==> config.mk <==
export PLATFORM = sky130hd
export DESIGN_NAME = fsu_sector_updater
export DESIGN_NICKNAME = d
export VERILOG_FILES = /design/src/rtl/fsu_pkg.sv /design/src/rtl/fsu_patch.sv /design/src/rtl/fsu_wear_ctr.sv /design/src/rtl/fsu_sector_updater.sv
export SDC_FILE = /design/constraint.sdc
export NUM_CORES = 1
export LEC_CHECK = 0
export BUFFER_PORTS_ARGS = -buffer_cell sky130_fd_sc_hd__buf_4
export CORE_MARGIN = 1.5
export CORE_UTILIZATION = 40
export DETAILED_ROUTE_END_ITERATION = 10
export PLACE_DENSITY = 0.66
export SLEW_MARGIN = 40
export SYNTH_ARGS = -nofsm -noshare
export SYNTH_HDL_FRONTEND = slang
export SYNTH_SLANG_ARGS = --single-unit
==> constraint.sdc <==
create_clock -name clk -period 2.5 [get_ports clk]
set_input_delay 0.25 -clock clk [delete_from_list [all_inputs] [get_ports clk]]
set_output_delay 0.25 -clock clk [all_outputs]
set_load 0.05 [all_outputs]
==> src/rtl/fsu_pkg.sv <==
package fsu_pkg;

    typedef enum logic [1:0] {
        OP_READ  = 2'd0,
        OP_ERASE = 2'd1,
        OP_PROG  = 2'd2
    } mem_op_e;

    typedef enum logic [3:0] {
        ST_BOOT   = 4'd0,
        ST_REC_A  = 4'd1,
        ST_IDLE   = 4'd2,
        ST_ER_A   = 4'd3,
        ST_WR_A   = 4'd4,
        ST_ER_D   = 4'd5,
        ST_CP_RD  = 4'd6,
        ST_CP_WR  = 4'd7,
        ST_SET_R  = 4'd8,
        ST_ER_DST = 4'd9,
        ST_BK_RD  = 4'd10,
        ST_BK_WR  = 4'd11,
        ST_ER_R   = 4'd12
    } fsu_state_e;

endpackage

==> src/rtl/fsu_patch.sv <==
module fsu_patch #(
    parameter int OFF_W = 12,
    parameter int LEN_W = 4,
    parameter int MAX_N = 8
) (
    input  logic [OFF_W-1:0]   pos,
    input  logic [OFF_W-1:0]   base,
    input  logic [LEN_W-1:0]   cnt,
    input  logic [MAX_N*8-1:0] bytes_in,
    input  logic [7:0]         old_byte,
    output logic [7:0]         new_byte
);
    localparam int SW = OFF_W + LEN_W + 1;

    logic [MAX_N-1:0] lane_hit;

    for (genvar k = 0; k < MAX_N; k++) begin : g_lane
        assign lane_hit[k] = (SW'(k) < SW'(cnt)) && ((SW'(base) + SW'(k)) == SW'(pos));
    end

    always_comb begin
        new_byte = old_byte;
        for (int k = 0; k < MAX_N; k++) begin
            if (lane_hit[k]) new_byte = bytes_in[k*8 +: 8];
        end
    end

endmodule

==> src/rtl/fsu_wear_ctr.sv <==
module fsu_wear_ctr #(
    parameter int CNT_W = 16
) (
    input  logic             clk,
    input  logic             rst_n,
    input  logic             bump,
    output logic [CNT_W-1:0] total
);
    logic [CNT_W-1:0] cnt_d, cnt_q;

    always_comb begin
        cnt_d = cnt_q;
        if (bump && (cnt_q != '1)) cnt_d = cnt_q + 1'b1;
    end

    always_ff @(posedge clk or negedge rst_n) begin
        if (!rst_n) cnt_q <= '0;
        else        cnt_q <= cnt_d;
    end

    assign total = cnt_q;

endmodule

==> src/rtl/fsu_sector_updater.sv <==
module fsu_sector_updater
    import fsu_pkg::*;
#(
    parameter int SECT_W     = 10,
    parameter int SECT_BYTES = 4096,
    parameter int MAX_N      = 8,
    parameter int CNT_W      = 16,
    localparam int OFF_W     = $clog2(SECT_BYTES),
    localparam int ADDR_W    = SECT_W + OFF_W,
    localparam int LEN_W     = $clog2(MAX_N + 1)
) (
    input  logic               clk,
    input  logic               rst_n,
    input  logic               req_valid,
    input  logic [SECT_W-1:0]  req_sect,
    input  logic [OFF_W-1:0]   req_off,
    input  logic [LEN_W-1:0]   req_len,
    input  logic [MAX_N*8-1:0] req_data,
    output logic               upd_busy,
    output logic               upd_done,
    output logic               upd_err,
    output logic [CNT_W-1:0]   upd_count,
    output logic               mem_cmd_valid,
    input  logic               mem_cmd_ready,
    output logic [1:0]         mem_cmd_op,
    output logic [ADDR_W-1:0]  mem_cmd_addr,
    output logic [7:0]         mem_cmd_wdata,
    input  logic               mem_done,
    input  logic               mem_rvalid,
    input  logic [7:0]         mem_rdata
);
    localparam int A_BYTES = (SECT_W + 7) / 8;
    localparam int DW      = A_BYTES * 8;
    localparam int EW      = OFF_W + LEN_W + 1;
    localparam logic [SECT_W-1:0] SEC_D = '1;
    localparam logic [SECT_W-1:0] SEC_A = SEC_D - 1'b1;
    localparam logic [SECT_W-1:0] SEC_R = SEC_D - 2'd2;
    localparam logic [OFF_W-1:0]  LAST_B = OFF_W'(SECT_BYTES - 1);
    localparam logic [OFF_W-1:0]  LAST_A = OFF_W'(A_BYTES - 1);

    typedef struct packed {
        fsu_state_e         st;
        logic               wt;
        logic [OFF_W-1:0]   idx;
        logic [DW-1:0]      dst;
        logic [OFF_W-1:0]   off;
        logic [LEN_W-1:0]   len;
        logic [MAX_N*8-1:0] dat;
        logic [7:0]         rb;
        logic               host;
        logic               done;
        logic               err;
    } regs_t;

    regs_t       r_d, r_q;
    mem_op_e     op;
    logic [SECT_W-1:0] sec;
    logic [OFF_W-1:0]  boff;
    logic [7:0]  wd, merged;
    logic        fin, bump, bad;
    logic [SECT_W-1:0] dsec;
    logic [EW-1:0]     req_end;

    assign dsec    = r_q.dst[SECT_W-1:0];
    assign req_end = EW'(req_off) + EW'(req_len);
    assign bad     = (req_len == '0) || (EW'(req_len) > EW'(MAX_N)) ||
                     (req_end > EW'(SECT_BYTES)) || (req_sect >= SEC_R);

    fsu_patch #(.OFF_W(OFF_W), .LEN_W(LEN_W), .MAX_N(MAX_N)) u_patch (
        .pos(r_q.idx), .base(r_q.off), .cnt(r_q.len), .bytes_in(r_q.dat),
        .old_byte(r_q.rb), .new_byte(merged)
    );

    fsu_wear_ctr #(.CNT_W(CNT_W)) u_wear (
        .clk(clk), .rst_n(rst_n), .bump(bump), .total(upd_count)
    );

    always_comb begin
        op = OP_READ; sec = SEC_R; boff = '0; wd = 8'hFF;
        unique case (r_q.st)
            ST_REC_A:  begin op = OP_READ;  sec = SEC_A; boff = r_q.idx; end
            ST_ER_A:   begin op = OP_ERASE; sec = SEC_A; end
            ST_WR_A:   begin op = OP_PROG;  sec = SEC_A; boff = r_q.idx;
                             wd = 8'(r_q.dst >> {r_q.idx, 3'b000}); end
            ST_ER_D:   begin op = OP_ERASE; sec = SEC_D; end
            ST_CP_RD:  begin op = OP_READ;  sec = dsec;  boff = r_q.idx; end
            ST_CP_WR:  begin op = OP_PROG;  sec = SEC_D; boff = r_q.idx; wd = merged; end
            ST_SET_R:  begin op = OP_PROG;  sec = SEC_R; wd = 8'h00; end
            ST_ER_DST: begin op = OP_ERASE; sec = dsec;  end
            ST_BK_RD:  begin op = OP_READ;  sec = SEC_D; boff = r_q.idx; end
            ST_BK_WR:  begin op = OP_PROG;  sec = dsec;  boff = r_q.idx; wd = r_q.rb; end
            ST_ER_R:   begin op = OP_ERASE; sec = SEC_R; end
            default:   begin op = OP_READ;  sec = SEC_R; end
        endcase
    end

    always_comb begin
        r_d      = r_q;
        r_d.done = 1'b0;
        r_d.err  = 1'b0;
        bump     = 1'b0;
        fin      = r_q.wt && ((op == OP_READ) ? mem_rvalid : mem_done);

        if (mem_cmd_valid && mem_cmd_ready) r_d.wt = 1'b1;

        if (fin) begin
            r_d.wt = 1'b0;
            unique case (r_q.st)
                ST_BOOT: begin
                    r_d.idx = '0;
                    r_d.dst = '0;
                    r_d.st  = (mem_rdata == 8'hFF) ? ST_IDLE : ST_REC_A;
                end
                ST_REC_A: begin
                    r_d.dst = r_q.dst | (DW'(mem_rdata) << {r_q.idx, 3'b000});
                    r_d.idx = r_q.idx + 1'b1;
                    if (r_q.idx == LAST_A) begin
                        r_d.idx  = '0;
                        r_d.host = 1'b0;
                        r_d.st   = ST_ER_DST;
                    end
                end
                ST_ER_A: begin r_d.idx = '0; r_d.st = ST_WR_A; end
                ST_WR_A: begin
                    r_d.idx = r_q.idx + 1'b1;
                    if (r_q.idx == LAST_A) r_d.st = ST_ER_D;
                end
                ST_ER_D:  begin r_d.idx = '0; r_d.st = ST_CP_RD; end
                ST_CP_RD: begin r_d.rb = mem_rdata; r_d.st = ST_CP_WR; end
                ST_CP_WR: begin
                    r_d.idx = r_q.idx + 1'b1;
                    r_d.st  = (r_q.idx == LAST_B) ? ST_SET_R : ST_CP_RD;
                end
                ST_SET_R:  r_d.st = ST_ER_DST;
                ST_ER_DST: begin r_d.idx = '0; r_d.st = ST_BK_RD; end
                ST_BK_RD:  begin r_d.rb = mem_rdata; r_d.st = ST_BK_WR; end
                ST_BK_WR: begin
                    r_d.idx = r_q.idx + 1'b1;
                    r_d.st  = (r_q.idx == LAST_B) ? ST_ER_R : ST_BK_RD;
                end
                ST_ER_R: begin
                    bump     = 1'b1;
                    r_d.done = r_q.host;
                    r_d.st   = ST_IDLE;
                end
                default: r_d.st = ST_IDLE;
            endcase
        end

        if ((r_q.st == ST_IDLE) && req_valid) begin
            if (bad) begin
                r_d.err = 1'b1;
            end else begin
                r_d.dst              = '0;
                r_d.dst[SECT_W-1:0]  = req_sect;
                r_d.off              = req_off;
                r_d.len              = req_len;
                r_d.dat              = req_data;
                r_d.host             = 1'b1;
                r_d.idx              = '0;
                r_d.st               = ST_ER_A;
            end
        end
    end

    always_ff @(posedge clk or negedge rst_n) begin
        if (!rst_n) begin
            r_q    <= '0;
            r_q.st <= ST_BOOT;
        end else begin
            r_q <= r_d;
        end
    end

    assign upd_busy      = (r_q.st != ST_IDLE);
    assign upd_done      = r_q.done;
    assign upd_err       = r_q.err;
    assign mem_cmd_valid = upd_busy && !r_q.wt;
    assign mem_cmd_op    = op;
    assign mem_cmd_addr  = {sec, boff};
    assign mem_cmd_wdata = wd;

    assert_cmd_hold_R12: assert property (@(posedge clk) disable iff (!rst_n)
        (mem_cmd_valid && !mem_cmd_ready) |=>
        (mem_cmd_valid && $stable(mem_cmd_addr) && $stable(mem_cmd_op) && $stable(mem_cmd_wdata)))
        else $error("command changed while stalled");

    assert_done_after_busy_R7: assert property (@(posedge clk) disable iff (!rst_n)
        upd_done |-> ($past(upd_busy) && !upd_busy))
        else $error("done without preceding busy");

    assert_err_when_idle_R6: assert property (@(posedge clk) disable iff (!rst_n)
        upd_err |-> (!$past(upd_busy) && !upd_busy && !upd_done))
        else $error("error pulse outside idle");

    assert_count_step_R8: assert property (@(posedge clk) disable iff (!rst_n)
        (upd_done && ($past(upd_count) != '1)) |-> (upd_count == $past(upd_count) + 1'b1))
        else $error("counter did not advance with done");

    assert_err_single_R6: assert property (@(posedge clk) disable iff (!rst_n)
        upd_err |=> !upd_err)
        else $error("error pulse longer than one cycle");

endmodule

# [Word level (Yosys, flattened, before mapping)]
# Cells that the tools add are included.
[totals] ff_bits=140 latchBits=0 ramBits=0 out_inout_bits=52 word_cells=132 rom_bits=0 inputBits=104 mem_count=0
[classes] div_mod_pow=0 shift=2 order_cmp=11 eq_ne=25 bitwise_logic=2 n_addsub=10 n_mul=0 reduce_logical=32 mux=38
[ops] operator="108-bit two-way mux" n=2
[ops] operator="17-bit by 12-bit == test with 1-bit output" n=7
[ops] operator="8-bit two-way mux" n=8
[ops] operator="12-bit by 3-bit adder with 13-bit output (second input constant)" n=4
[ops] operator="4-bit case mux with 11 select lines" n=1
[ops] operator="12-bit case mux with 3 select lines" n=1
[ops] operator="33-bit two-way mux" n=1
[ops] operator="16-bit case mux with 2 select lines" n=1
[ops] operator="8-bit case mux with 4 select lines" n=1
[ops] operator="10-bit case mux with 3 select lines" n=1
[ops] operator="12-bit by 2-bit adder with 13-bit output (second input constant)" n=2
[ops] operator="12-bit two-way mux" n=2
[ops] operator="4-bit == test (second input constant)" n=5
[ops] operator="4-bit two-way mux" n=5
[ops] operator="16-bit by 1-bit adder with 16-bit output (second input constant)" n=1
[ops] operator="4-bit by 3-bit == test with 1-bit output (second input constant)" n=4
[ops] operator="3-bit by 4-bit < comparator with 1-bit output (first input constant)" n=4
[ops] operator="16-bit inequality test (second input constant)" n=1
[ops] operator="16-bit bitwise OR" n=1
[ops] operator="8-bit by 15-bit << shifter with 16-bit output" n=1
[ops] operator="16-bit by 15-bit >> shifter with 8-bit output" n=1
[ops] operator="12-bit by 1-bit adder with 13-bit output (second input constant)" n=1
[ops] operator="12-bit by 4-bit adder with 13-bit output" n=1
[ops] operator="13-bit > comparator (second input constant)" n=1
[ops] operator="other kinds (28)" n=63

# [Longest topological paths before layout]
# Gate-level depths: netlist (run 1).
[logic_depth] depth_word=11 mapped_depth=13 mapped_depth_nobuf=10

# [Modules after synthesis]
# Synthesis (run 1) repeated with hierarchy kept, for this count alone.
[hier_totals] cells_unflattened=1194 area_unflattened_um2=10342.4
[by_module_without_submodules] mod="fsu_sector_updater" n_inst=1 seq_area_each_um2=3103.0 cells_each=759 area_each_um2=6951.7
[by_module_without_submodules] mod="fsu_patch" n_inst=1 seq_area_each_um2=0.0 cells_each=363 area_each_um2=2531.2
[by_module_without_submodules] mod="fsu_wear_ctr" n_inst=1 seq_area_each_um2=400.4 cells_each=72 area_each_um2=859.6

# [Worst setup path after synthesis (run 1)]
# Ideal clock, no wire load.
[synth_timing] kind="register to output" from="reg r_q[80] (netlist name)" to="out mem_cmd_wdata[5]" path_buffers=0 t_required_ns=2.250 setup_slack_ns=-0.737 t_arrival_ns=2.987 stages_incl_launch_ff=11 path_cell_list="dfrtp_1 inv_1 ha_1 a21oi_1 o21ai_0 and3_1 or3_1 and4_1 a21oi_2 a21oi_1 o21ai_1"
[synth_between] elab_chain_len=11 word_cells_on_any_way=32 cone_classes="7 x add/sub; 8 x eq/ne; 9 x mux; 8 x reduce/logical"
[synth_lines] item="start, declared" line_no="fsu_sector_updater.sv:55" text="regs_t r_d, r_q;"
[synth_lines] item="start signal, assigned" line_no="fsu_sector_updater.sv:171" text="r_q <= r_d;"
[synth_lines] item="12-bit by 1-bit adder with 13-bit output / 12-bit == test (equally long branches)" line_no="fsu_patch.sv:18" text="assign lane_hit[k] = (SW'(k) < SW'(cnt)) && ((SW'(base) + SW'(k)) == SW'(pos));"
[synth_lines] item="17-bit by 12-bit == test with 1-bit output / 1-bit logical AND (equally long branches)" line_no="fsu_patch.sv:18"
[synth_lines] item="1-bit logical AND / 8-bit two-way mux (equally long branches)" line_no="fsu_patch.sv:18, fsu_patch.sv:24"
[synth_lines] item="8-bit two-way mux (6 in series)" line_no="fsu_patch.sv:24" text="if (lane_hit[k]) new_byte = bytes_in[k*8 +: 8];"
[synth_lines] item="8-bit two-way mux (*)" line_no="fsu_patch.sv:24"
[synth_lines] item="8-bit case mux with 4 select lines (*)" line_no="fsu_sector_updater.sv:80" text="unique case (r_q.st)"
[synth_lines] item="end, declared" line_no="fsu_sector_updater.sv:27" text="output logic [7:0] mem_cmd_wdata,"
# Every way passes the cells marked *; elsewhere a longest branch is shown, timed or not.

# [Final worst setup path (run 1)]
[layout_timing] from="reg r_q[81] (netlist name)" to="out mem_cmd_wdata[7]"
# Same word-level chain as after synthesis.

==> out/results.txt, run 1 <==
Clock Skew -> 0.0162 ns
hpwl dp -> 24.6 mm
Die Span X -> 156 um
Post-Syn Instances -> 997
Clock Sink Count -> 140
Post-route DRC -> 0
TritonCTS clock tree -> built
post-route insts no fill -> 1663
setup_tns -> -7.02 ns
largest net degree at the start of global routing -> 59
final worst slack -> -0.893 ns
# setup viols final -> 8
overall routed net length -> 34.7 mm
antenna cell count -> 0
distinct cell type count after synthesis -> 71
H-tree depth -> 4
Worst-Margin Slew -> 0.696 ns
starting density of the core -> 41.1%
post-synth top area share -> 37.3%
final hold violation count -> 0
Clk Latency, worst-skew pair -> 0.44 ns
commonest cells after routing, fill and taps aside -> buf_4 (322), dfrtp_1 (129), nor2_1 (92)
first-pass GRT wire length -> 50.3 mm
run status -> finished, violations left
crit path max fanout -> 8
input/output buffers -> 155
Inserted Clock Buffers -> 17
Yosys warning count -> 0
Crit. End Element -> output pin
Syn Nets -> 1118
Final min period -> 3.39 ns
Reg2Reg Launch Point -> r_q[122]$_DFF_PN0_
Avg Vias per Cell -> 5.67
net total in the final layout -> 1458
PwrDens -> 1180 mW/mm^2
CP Data Arrival Time -> 3.14 ns
gr usage total -> 26.9%
f_max -> 295 MHz
placed cells -> 1586
fraction of layout cells with a size suffix above 1 -> 49.0%
RSZ-0062 raised after global routing -> yes
worst path required time -> 2.25 ns
First DRT Iteration DRCs -> 795
final design utilization -> 62.7%
Vias -> 9435
commonest non-fill, non-tap cell in the layout -> buf_4
Tcrit/Tclk final -> 136%
Post-synth EDFFs -> 0
Final Instance Area -> 0.0143 mm^2
DR WL/cell -> 20.8 um
vias in the first global route -> 9107
CP Launch Point -> r_q[81]$_DFFE_PN0P_
max-cap check violation count -> 0
Max VDD drop -> 1.09 mV
post-route ant nets -> 0
clock transition at the registers of the reported paths -> 0.07 ns
Multi-input gate area -> 0.00649 mm^2
Design Power -> 16.9 mW
CTS Root Cell -> clkbuf_16
Sequential Area -> 0.00352 mm^2
main area contributors after synthesis -> dfrtp_1 (37%), mux2_2 (12%), nor2_1 (4.0%)
Die Area -> 0.0244 mm^2
syn avg cell area -> 9.41 um^2
core area -> 0.0228 mm^2
Critical Path Start Type -> register
Seq/Total Area, Yosys -> 37.3%
Layout area overhead -> 52.7%
Synth Flop Type -> dfrtp_1
synthesized cell area -> 0.00939 mm^2
max_slew headroom -> 53.2%
fillers -> 1872
die height -> 156 um
Ports -> 156
GPL Wtd Cong -> 0.951
P_leak -> 6.27 nW
Synth area leader -> dfrtp_1
Max clock buf depth -> 2
DRT Pass-1 Iters -> 5
Crit Path Category -> register to output pin
hold wc startpoint -> req_data[23]
failing checks -> negative setup slack
Yosys reg bits -> 140
placed cell area -> 0.0124 mm^2
worst min-delay path class -> input port to register
ys async rst share -> 100%
total grt overflow -> 0
max-slew violation count -> 0
FP Rows -> 55
initial antenna violation count -> 0
-- cell usage after synthesis, types with 7 or more instances --
master,number
nor3_1,18
and3_1,11
nor2_1,99
mux2i_1,13
nor2b_1,17
or2_2,11
nor4_1,11
and4_1,7
o211ai_1,15
ha_1,16
a31oi_1,13
o22a_1,10
mux2_2,104
a21oi_1,55
o2111ai_1,14
buf_4,7
or3_1,10
nand4_1,25
nand3_1,45
a21o_1,13
and2_1,17
nand2_1,58
a22oi_1,13
o22ai_1,14
xor2_1,22
buf_2,21
xnor2_1,39
inv_1,28
o21ai_0,27
dfrtp_1,140
o21ai_1,8
clkbuf_1,22
-- sequential cells by signal, summed over array words and instances, names as in the netlist --
name,count
r_q,112
u_wear.total,16
dsec,10
upd_done,1
upd_err,1
-- per-layer routing --
metal	vias to the layer above	wire length, um	GRT usage, %
met2	392	16600	45.0
met1	4644	14600	34.4
li1	4323	-	-
met3	76	2130	5.11
met4	0	1260	10.1
met5	-	0	0
-- path summary, 6_finish.rpt --
kind / endpoint / slack [ns] / cells after the start
max: mem_cmd_wdata[7] / -0.89 / 12
min in group asynchronous: u_wear.total[3]$_DFFE_PN0P_ / 0.34 / 2
max reg2reg: r_q[117]$_DFF_PN0_ / 0.13 / 10
min reg2reg: upd_done$_DFF_PN0_ / 0.48 / 2
min: r_q[34]$_DFFE_PN0P_ / 0.04 / 2
max in group asynchronous: r_q[80]$_DFFE_PN0P_ / 1.33 / 3
-- critical path: stages (launching register included) --
cell	delay, ns
dfrtp_2	0.46
buf_4	0.15
buf_4	0.13
buf_4	0.14
a21oi_4	0.22
o21ai_0	0.14
and3_1	0.27
o311ai_4	0.35
buf_12	0.19
o22a_1	0.18
o211ai_1	0.14
o21ai_4	0.16
buf_6	0.17
-- cell families after synthesis --
kind of cell,count (synthesis),synth area share [%]
buffers and inverters,85,4.20
XOR/XNOR,65,6.51
AND/OR/NAND/NOR,358,20.1
AO/OA/AOI/OAI,214,15.5
adder cells (fa/ha/maj),18,2.45
flip-flops,140,37.3
multiplexers,117,13.9
-- cell type report --
type                            instances  share of cell area [%]
Inverter                               28                   0.759
Clock inverter                         14                   0.960
Timing Repair Buffer                  376                    22.6
Sequential cell                       140                    24.5
Clock buffer                           18                    3.06
Tap cell                              313                    2.73
Multi-Input combinational cell        774                    45.3
-- what timing repair did --
action | in CTS | in global routing
cloned | 2 | 7
pin swaps | 16 | 25
hold buffers | 1 | 0
buffers inserted | 12 | 23
endpoints found under the hold margin | 54 | 0
gates resized for setup | 98 | 69
endpoints found under the setup margin | 96 | 84
-- per-stage QoR --
stage	hold WS [ns]	setup slack, ns
2_1_floorplan	-0.0456	-0.210
3_3_place_gp	0.242	-0.787
3_5_place_dp	0.244	-0.722
4_1_cts	0.0349	-0.828
5_1_grt	0.0332	-0.976
6_report	0.0386	-0.893
-- power breakdown --
| group | internal, mW | leakage [nW] | switching, mW | total (mW) |
|---|---|---|---|---|
| registers | 3.13 | 1.78 | 0.773 | 3.90 |
| clock network | 1.36 | 0.288 | 1.21 | 2.57 |
| logic | 4.78 | 4.20 | 5.64 | 10.4 |
| total | 9.27 | 6.27 | 7.62 | 16.9 |
(Power assumes the default switching activity.)
==> run 2, diff against run 1 <==
==> constraint.sdc (replaced) <==
create_clock -name clk -period 2.5 [get_ports clk]
set_input_delay 0.25 -clock clk [delete_from_list [all_inputs] [get_ports clk]]
set_output_delay 0.25 -clock clk [all_outputs]
set_load 0.1 [all_outputs]
==> run 2 against run 1 <==
The flow still finishes with violations (negative setup slack). Final cell count rose by 0.30%. Largest cell class unchanged. Clock skew barely moved. First-iteration DRC count fell by 32%. Global-route usage rose by 0.14 points. Count of clock-buffer cells in the layout did not move. Combinational power rose by 8%.
==> out/results.txt, run 2 (synthesis results as in run 1) <==
run status -> finished, violations left
failing checks -> negative setup slack
placed cells -> 1599 (+0.82%)
commonest cells after routing, fill and taps aside -> buf_4 (332), dfrtp_1 (124), nor2_1 (97)
P_leak -> 6.29 nW (+0.36%)
worst min-delay path class -> input port to register
Max VDD drop -> 1.08 mV (-0.70%)
TritonCTS clock tree -> built
Die Span X -> 156 um (unchanged)
Setup WS pre-CTS -> -0.722 ns (-0.000720 ns)
Tcrit/Tclk final -> 136% (+0.70 points)
hpwl dp -> 24.1 mm (-2.0%)
GPL Wtd Cong -> 0.929 (-2.3%)
final hold violation count -> 0 (unchanged)
antenna cell count -> 0 (unchanged)
PwrDens -> 1230 mW/mm^2 (+4.1%)
Clk Latency, worst-skew pair -> 0.44 ns (about the same)
largest net degree at the start of global routing -> 50 (-15%)
max-slew violation count -> 0 (unchanged)
FP Rows -> 55 (unchanged)
final worst slack -> -0.910 ns (-0.0175 ns)
Largest register FFs -> 112 (unchanged)
commonest non-fill, non-tap cell in the layout -> buf_4
f_max -> 293 MHz (-0.51%)
Final Instance Area -> 0.0143 mm^2 (about the same)
final design utilization -> 62.8% (about the same)
Design Power -> 17.6 mW (+4.1%)
net total in the final layout -> 1463 (+0.34%)
Clock Skew -> 0.0164 ns (+0.000199 ns)
first-pass GRT wire length -> 50.6 mm (+0.66%)
die height -> 156 um (unchanged)
gr usage total -> 27.0% (+0.14 points)
post-route insts no fill -> 1668 (+0.30%)
Critical Path Start Type -> register
setup_tns -> -7.15 ns (-0.128 ns)
clock transition at the registers of the reported paths -> 0.07 ns (about the same)
Crit Path Category -> register to output pin
Sw Ratio -> 47.1% (+2.0 points)
Max clock buf depth -> 2 (unchanged)
max_slew headroom -> 65.7% (+12 points)
Top reg by flops -> r_q
Layout area overhead -> 52.8% (about the same)
fillers -> 1918 (+2.5%)
Worst-Margin Slew -> 0.514 ns (-0.182 ns)
Pint -> 9.30 mW (+0.32%)
Flop pwr share -> 22.2% (-0.9 points)
DR WL/cell -> 19.8 um (-4.9%)
Crit. End Element -> output pin
worst path required time -> 2.25 ns (about the same)
total grt overflow -> 0 (unchanged)
Worst Reg-to-Reg Cells -> 9 (-1)
# setup viols final -> 8 (unchanged)
post-route ant nets -> 0 (unchanged)
Clk pwr share -> 14.1% (-1.1 points)
DRT Pass-1 Iters -> 5 (unchanged)
crit path max fanout -> 8 (unchanged)
core area -> 0.0228 mm^2 (unchanged)
input/output buffers -> 155 (unchanged)
RSZ-0062 raised after global routing -> yes
Die Area -> 0.0244 mm^2 (unchanged)
Avg Vias per Cell -> 5.60 (-1.4%)
Clock Sink Count -> 140 (unchanged)
initial antenna violation count -> 0 (unchanged)
fraction of layout cells with a size suffix above 1 -> 49.5% (+0.56 points)
worst hold slack -> 0.0461 ns (+0.00755 ns)
max-cap check violation count -> 0 (unchanged)
CTS Root Cell -> clkbuf_16
placed cell area -> 0.0125 mm^2 (+1.2%)
starting density of the core -> 41.1% (unchanged)
Final min period -> 3.41 ns (+0.0175 ns)
Net Switching -> 8.29 mW (+8.8%)
Post-route DRC -> 0 (unchanged)
Cells on Worst Hold Path -> 2 (unchanged)
CP Data Arrival Time -> 3.16 ns (+0.02 ns)
H-tree depth -> 4 (unchanged)
Ports -> 156 (unchanged)
First DRT Iteration DRCs -> 543 (-32%)
Comb power frac -> 63.7% (+2.0 points)
overall routed net length -> 33.1 mm (-4.6%)
Inserted Clock Buffers -> 17 (unchanged)
vias in the first global route -> 9314 (+2.3%)
Vias -> 9335 (-1.1%)
==> run 2: changes by cell type in the layout (fill, tap and decap cells not counted), moves of 10 or more <==
cell / previous run / this run
buf_12: 17 / 35
and2_1: 17 / 5
and2_4: 0 / 12
buf_6: 28 / 12
buf_4: 322 / 332
==> run 2: repair_timing <==
item,CTS,global route
setup endpoints to repair,114,78
pin swaps,23,25
cloned,1,2
hold buffers,1,0
buffers inserted,13,22
gates resized for setup,98,89
endpoints found under the hold margin,47,0
==> run 2: final cells by class <==
type	count	area (um^2)	share of cell area (%)
multi-input combinational	772	6360	44.3
sequential	140	3520	24.6
timing repair buffer	383	3410	23.7
clock buffer	18	429	2.99
tap	313	392	2.73
clock inverter	14	125	0.872
inverter	28	108	0.750
==> run 2: power groups by stage <==
stage	combinational (mW)	clock, mW	sequential [mW]
floorplan	6.41	0	3.68
global placement	9.47	0	3.87
detailed placement	9.56	0	3.90
CTS	10.4	2.51	3.88
global route	11.9	2.59	4.01
finish	11.2	2.48	3.90
==> run 2: worst max-delay path: stages (launching register included) <==
cell	delay, ns
dfrtp_2	0.41
buf_8	0.13
nand2_1	0.07
buf_4	0.17
buf_4	0.14
a21oi_2	0.14
o211ai_1	0.15
a2111oi_4	0.47
o311ai_4	0.19
buf_6	0.17
buf_16	0.15
o2111ai_4	0.07
a21oi_2	0.07
o21ai_4	0.19
buf_12	0.19
==> run 2: worst paths after layout <==
kind / startpoint / end / slack, ns
min in group asynchronous: rst_n / u_wear.total[15]$_DFFE_PN0P_ / 0.32
max: r_q[83]$_DFFE_PN0P_ / mem_cmd_wdata[5] / -0.91
max reg2reg: r_q[123]$_DFF_PN0_ / r_q[118]$_DFF_PN0_ / 0.10
min: req_data[27] / r_q[38]$_DFFE_PN0P_ / 0.05
min reg2reg: u_wear.total[6]$_DFFE_PN0P_ / u_wear.total[6]$_DFFE_PN0P_ / 0.49
max in group asynchronous: rst_n / r_q[86]$_DFFE_PN0P_ / 1.50
==> run 2: routing by layer <==
layer  part of all wire (%)  track usage (%)  up-vias
met5                      0                0        -
met4                    3.8             11.2        0
met3                    5.5             3.92       86
li1                       -                -     4330
met1                     43             35.9     4572
met2                     48             44.0      347
